File: config.mk
export PLATFORM = sky130hd
export DESIGN_NAME = bar_window_decoder
export DESIGN_NICKNAME = d
export VERILOG_FILES = /design/src/rtl/bar_dec_pkg.sv /design/src/rtl/bar_window_calc.sv /design/src/rtl/bar_window_table.sv /design/src/rtl/bar_window_match.sv /design/src/rtl/bar_window_decoder.sv
export SDC_FILE = /design/constraint.sdc
export NUM_CORES = 2
export LEC_CHECK = 0
export BUFFER_PORTS_ARGS = -buffer_cell sky130_fd_sc_hd__buf_2
export CAP_MARGIN = 40
export CORE_MARGIN = 2
export CORE_UTILIZATION = 44
export CTS_CLUSTER_SIZE = 16
export DETAILED_ROUTE_END_ITERATION = 7
export SLEW_MARGIN = 10
export SYNTH_ARGS = -nofsm -noshare
export SYNTH_HDL_FRONTEND = slang
export SYNTH_SLANG_ARGS = --single-unit
File: constraint.sdc
create_clock -name clk_i -period 6.8 [get_ports clk_i]
set_clock_uncertainty 0.1 [all_clocks]
set_input_delay 1.02 -clock clk_i [delete_from_list [all_inputs] [get_ports clk_i]]
set_output_delay 1.02 -clock clk_i [all_outputs]
set_load 0.03 [all_outputs]
File: src/rtl/bar_dec_pkg.sv
package bar_dec_pkg;
  localparam int unsigned ADDR_W      = 32;
  localparam int unsigned CMD_IO_BIT  = 0;
  localparam int unsigned CMD_MEM_BIT = 1;
  localparam int unsigned ROM_EN_BIT  = 0;

  typedef struct packed {
    logic [ADDR_W-1:0] base;
    logic [ADDR_W-1:0] last;
    logic              valid;
    logic              io;
  } window_t;
endpackage

File: src/rtl/bar_window_calc.sv
module bar_window_calc
  import bar_dec_pkg::*;
#(
  parameter bit                ROM_SLOT = 1'b0,
  parameter logic [ADDR_W-1:0] IO_LIMIT = 32'h0001_0000
) (
  input  logic [ADDR_W-1:0] bar_i,
  input  logic [ADDR_W-1:0] size_i,
  input  logic              is_io_i,
  input  logic [1:0]        cmd_i,
  output window_t           win_o
);
  logic [ADDR_W-1:0] base, last;
  logic space_ok, rom_ok, io_ok;

  generate
    if (ROM_SLOT) begin : g_rom
      assign rom_ok = bar_i[ROM_EN_BIT];
    end else begin : g_bar
      assign rom_ok = 1'b1;
    end
  endgenerate

  always_comb begin
    base     = bar_i & ~(size_i - ADDR_W'(1));
    last     = base + size_i - ADDR_W'(1);
    space_ok = is_io_i ? cmd_i[CMD_IO_BIT] : cmd_i[CMD_MEM_BIT];
    io_ok    = !is_io_i || (last < IO_LIMIT);
    win_o.base  = base;
    win_o.last  = last;
    win_o.io    = is_io_i;
    win_o.valid = space_ok && rom_ok && io_ok && (last > base) && (base != '0);
  end
endmodule

File: src/rtl/bar_window_table.sv
module bar_window_table
  import bar_dec_pkg::*;
#(
  parameter int unsigned       NUM_BARS = 6,
  parameter logic [ADDR_W-1:0] IO_LIMIT = 32'h0001_0000
) (
  input  logic                             clk_i,
  input  logic                             rst_ni,
  input  logic                             remap_i,
  input  logic [1:0]                       cmd_i,
  input  logic [NUM_BARS-1:0][ADDR_W-1:0]  bar_i,
  input  logic [ADDR_W-1:0]                rom_bar_i,
  input  logic [NUM_BARS:0][ADDR_W-1:0]    size_i,
  input  logic [NUM_BARS-1:0]              is_io_i,
  output window_t [NUM_BARS:0]             win_q_o
);
  window_t [NUM_BARS:0] win_d;

  generate
    for (genvar g = 0; g < NUM_BARS; g++) begin : g_bar
      bar_window_calc #(.ROM_SLOT(1'b0), .IO_LIMIT(IO_LIMIT)) u_calc (
        .bar_i  (bar_i[g]),
        .size_i (size_i[g]),
        .is_io_i(is_io_i[g]),
        .cmd_i  (cmd_i),
        .win_o  (win_d[g])
      );
    end
  endgenerate

  // ROM region is always memory space
  bar_window_calc #(.ROM_SLOT(1'b1), .IO_LIMIT(IO_LIMIT)) u_rom_calc (
    .bar_i  (rom_bar_i),
    .size_i (size_i[NUM_BARS]),
    .is_io_i(1'b0),
    .cmd_i  (cmd_i),
    .win_o  (win_d[NUM_BARS])
  );

  always_ff @(posedge clk_i or negedge rst_ni) begin
    if (!rst_ni)      win_q_o <= '0;
    else if (remap_i) win_q_o <= win_d;
  end
endmodule

File: src/rtl/bar_window_match.sv
module bar_window_match
  import bar_dec_pkg::*;
#(
  parameter int unsigned REGIONS = 7,
  parameter int unsigned IDX_W   = 3
) (
  input  window_t [REGIONS-1:0] win_i,
  input  logic [ADDR_W-1:0]     addr_i,
  input  logic                  is_io_i,
  output logic                  hit_o,
  output logic [IDX_W-1:0]      idx_o,
  output logic [ADDR_W-1:0]     offset_o
);
  logic [ADDR_W-1:0] sel_base;

  // scan high to low so the lowest matching index is left standing
  always_comb begin
    hit_o    = 1'b0;
    idx_o    = '0;
    sel_base = '0;
    for (int i = REGIONS - 1; i >= 0; i--) begin
      if (win_i[i].valid && (win_i[i].io == is_io_i) &&
          (addr_i >= win_i[i].base) && (addr_i <= win_i[i].last)) begin
        hit_o    = 1'b1;
        idx_o    = IDX_W'(i);
        sel_base = win_i[i].base;
      end
    end
    offset_o = hit_o ? (addr_i - sel_base) : '0;
  end
endmodule

File: src/rtl/bar_window_decoder.sv
module bar_window_decoder
  import bar_dec_pkg::*;
#(
  parameter int unsigned       NUM_BARS = 6,
  parameter logic [ADDR_W-1:0] IO_LIMIT = 32'h0001_0000,
  localparam int unsigned      REGIONS  = NUM_BARS + 1,
  localparam int unsigned      IDX_W    = $clog2(NUM_BARS + 1)
) (
  input  logic                            clk_i,
  input  logic                            rst_ni,
  input  logic                            remap_i,
  input  logic [1:0]                      cmd_i,
  input  logic [NUM_BARS-1:0][ADDR_W-1:0] bar_i,
  input  logic [ADDR_W-1:0]               rom_bar_i,
  input  logic [NUM_BARS:0][ADDR_W-1:0]   size_i,
  input  logic [NUM_BARS-1:0]             is_io_i,
  input  logic [ADDR_W-1:0]               bus_addr_i,
  input  logic                            bus_is_io_i,
  output logic                            hit_o,
  output logic [IDX_W-1:0]                region_o,
  output logic [ADDR_W-1:0]               offset_o
);
  window_t [REGIONS-1:0] win_q;
  logic                  hit_d;
  logic [IDX_W-1:0]      idx_d;
  logic [ADDR_W-1:0]     offset_d;

  bar_window_table #(.NUM_BARS(NUM_BARS), .IO_LIMIT(IO_LIMIT)) u_table (
    .clk_i    (clk_i),
    .rst_ni   (rst_ni),
    .remap_i  (remap_i),
    .cmd_i    (cmd_i),
    .bar_i    (bar_i),
    .rom_bar_i(rom_bar_i),
    .size_i   (size_i),
    .is_io_i  (is_io_i),
    .win_q_o  (win_q)
  );

  bar_window_match #(.REGIONS(REGIONS), .IDX_W(IDX_W)) u_match (
    .win_i   (win_q),
    .addr_i  (bus_addr_i),
    .is_io_i (bus_is_io_i),
    .hit_o   (hit_d),
    .idx_o   (idx_d),
    .offset_o(offset_d)
  );

  always_ff @(posedge clk_i or negedge rst_ni) begin
    if (!rst_ni) begin
      hit_o    <= 1'b0;
      region_o <= '0;
      offset_o <= '0;
    end else begin
      hit_o    <= hit_d;
      region_o <= idx_d;
      offset_o <= offset_d;
    end
  end
endmodule

==> reports/results.txt <==
CORE AREA: 132000 um^2
setup slack, reg-to-reg: 320 ps
largest net degree at the start of global routing: 171
most common cell in the netlist: ha_1
Post-Layout Inst Area: 77000 um^2
max-cap violations: 0
hpwl dp: 197 mm
P&R area growth vs syn: 31.8%
f_max: 129 MHz
Post-Synthesis Cell Area: 58400 um^2
status: complete, but fails checks
first-pass GRT wire length: 354 mm
Area contributors post-synth: ha_1, dfrtp_1, inv_1
antenna violation net count after detailed routing: 0
WL per Instance: 21.4 um
die area: 136000 um^2
r2r endpoint: offset_o[29]$_DFF_PN0_
Site Rows: 133
vias in the first global route: 60300
cell leakage power: 38.9 nW
initial DRC count: 5289
WS Path Type: primary input to register
drt pass-1 iters: 6
initial antenna violation count: 23
maximum vdd drop: 0.188 mV
dpl cells: 10900
EDFF count, synth: 0
Critical Path End Type: register
Hold Buf Count CTS: 0
area leader, netlist: ha_1
RSZ-0062 raised after global routing: true
Max clock buf depth: 3
gr ovfl total: 0
Slew Viols, Final: 0
Largest stage delay, worst path: 540 ps
post-synthesis cell type count: 92
Skew-Pair Late Insertion Delay: 650 ps
most used cell along the critical path: or4_4
post-synthesis sequential area ratio: 0.213
layout cells sized above 1: 0.253
gr usage total: 0.336
Die Y: 368 um
CP required: 7250 ps
# port buffers: 527
Ports: 528
Via density: 5.65
syn_area_per_cell: 7.86 um^2
Num CTS Buffers: 56
worst slew pin tran: 1270 ps
top_reg_cell synth: dfrtp_1
WP data arrival: 8200 ps
failing checks: setup timing
Reg2Reg Depth: 26
Chip Width: 368 um
drt total wl: 236 mm
Final Setup Violations: 2
max_slew headroom: 0.154
Final Cycle Share: 1.14
Fin. Hold Viols: 0
Remaining DRCs: 0
Nets: 10800
Fin Hold WS: 233 ps
dpl cell area: 73700 um^2
Yosys reg bits: 497
H-Tree Depth: 2
final worst path period need: 7750 ps
Mapped Cells: 7435
final setup margin: -953 ps
Synth top cells by count: ha_1, inv_1, nand2_1
Synth warnings: 0
via count: 62500
Slowest-stage cell, CP: or4_4
CP max FO: 4
total negative slack: -1340 ps
power per standard cell area: 201 nW/um^2
placer congestion estimate: 1.03
Worst Hold Class: primary input to async pin
Clk pin slew, worst setup/hold paths: 60 ps
FFs w/ async S/R, synth: 1.00
# clock sinks: 497
CTS tree: built
Worst setup SP type: primary input
Reg2Reg Launch Point: u_table.win_q_o[423]$_DFFE_PN0P_
synthesized net count: 8968
Initial Utilization: 0.444
Synth top area share: 0.221
Non-Filler Instances: 11100
root buffer cell: clkbuf_16
[layer usage]
layer	up-vias	global-route usage	routed length, um
li1	30200	-	-
met3	405	0.0529	18400
met4	10	0.112	8820
met2	2113	0.532	104000
met5	-	0	71
met1	29700	0.465	105000
[repair_timing]
action,CTS,global route
pin swaps,25,83
gates resized for setup,51,172
setup buffers,18,36
setup endpoints to repair,12,20
[per-stage QoR]
| step | total power [mW] | util | setup slack (ps) |
|---|---|---|---|
| 3_5_place_dp | 12.0 | 0.560 | -1800 |
| 5_1_grt | 16.6 | 0.585 | -1170 |
| 6_report | 15.5 | 0.585 | -953 |
| 4_1_cts | 15.2 | 0.577 | -937 |
| 3_3_place_gp | 11.8 | 0.560 | -1620 |
| 2_1_floorplan | 8.41 | - | -1410 |
[cell usage in the layout, fill, tap and decap left out, types with 30 or more instances in the layout]
cell       instances
a211oi_1          56
a21o_1           300
a21oi_1          377
and2_1            30
and3_1            47
buf_12            34
buf_2            512
buf_4           1394
clkbuf_16         57
dfrtp_1          497
ha_1            1011
inv_1            994
mux2i_1          159
nand2_1          742
nand2b_1          64
nand3_1          219
nand4_1          172
nor2_1           398
nor2b_1           63
nor3_1           112
nor4_1            72
o211ai_1          54
o21a_1            72
o21ai_0          581
o21bai_1          48
o311a_1           57
o31a_1            42
o31ai_1           42
or3_1             55
or4_1             53
xnor2_1          227
xor2_1            93
[sequential cells by signal, indices dropped and copies added, names as in the netlist]
register / cells
region_o: 3
hit_o: 1
u_table.win_q_o: 461
offset_o: 32
[critical path: cells and delay by family]
family / cells / cell delay (ps)
xor gates and xnor gates: 1 / 160
adders and majority gates: 4 / 890
buffers and inverters: 3 / 260
AOI/OAI and AO/OA: 8 / 1430
and+or+nand+nor: 14 / 4440
[final cells by class]
cell class,instances,area [um^2]
diodes,10,25.0
clock buffers,76,1600
clock inverters,26,272
fillers,12300,54600
inverters,1007,3790
multi-input cells,5731,42800
flip-flops and latches,497,12400
well taps,1755,2200
repair buffers,1960,14000
[where the power goes]
| group | total (mW) | switching, mW | internal, mW | leakage [nW] |
|---|---|---|---|---|
| Sequential | 3.76 | 0.287 | 3.47 | 6.25 |
| Clock | 3.18 | 1.35 | 1.83 | 0.920 |
| Combinational | 8.56 | 4.62 | 3.94 | 31.7 |
[how the worst max path moves through the flow]
stage | start | end | slack (ps) | cells past startpoint
5_1_grt | size_i[65] | u_table.win_q_o[133]$_DFFE_PN0P_ | -1170 | 30
3_3_place_gp | size_i[64] | u_table.win_q_o[133]$_DFFE_PN0P_ | -1620 | 32
6_report | size_i[65] | u_table.win_q_o[133]$_DFFE_PN0P_ | -950 | 30
3_5_place_dp | size_i[64] | u_table.win_q_o[133]$_DFFE_PN0P_ | -1800 | 31
4_1_cts | size_i[65] | u_table.win_q_o[133]$_DFFE_PN0P_ | -940 | 31
2_1_floorplan | size_i[64] | u_table.win_q_o[133]$_DFFE_PN0P_ | -1410 | 32
[kinds of logic after synthesis]
group                      Yosys count  synth area share
DFF                                497             0.213
and+or+nand+nor                   2223             0.187
muxes                              190            0.0332
buffers and inverters             1207            0.0778
adders and majority gates         1042             0.224
AOI/OAI and AO/OA                 1949             0.217
xor gates and xnor gates           327            0.0490
No activity file was read; power rests on OpenSTA's default activity.
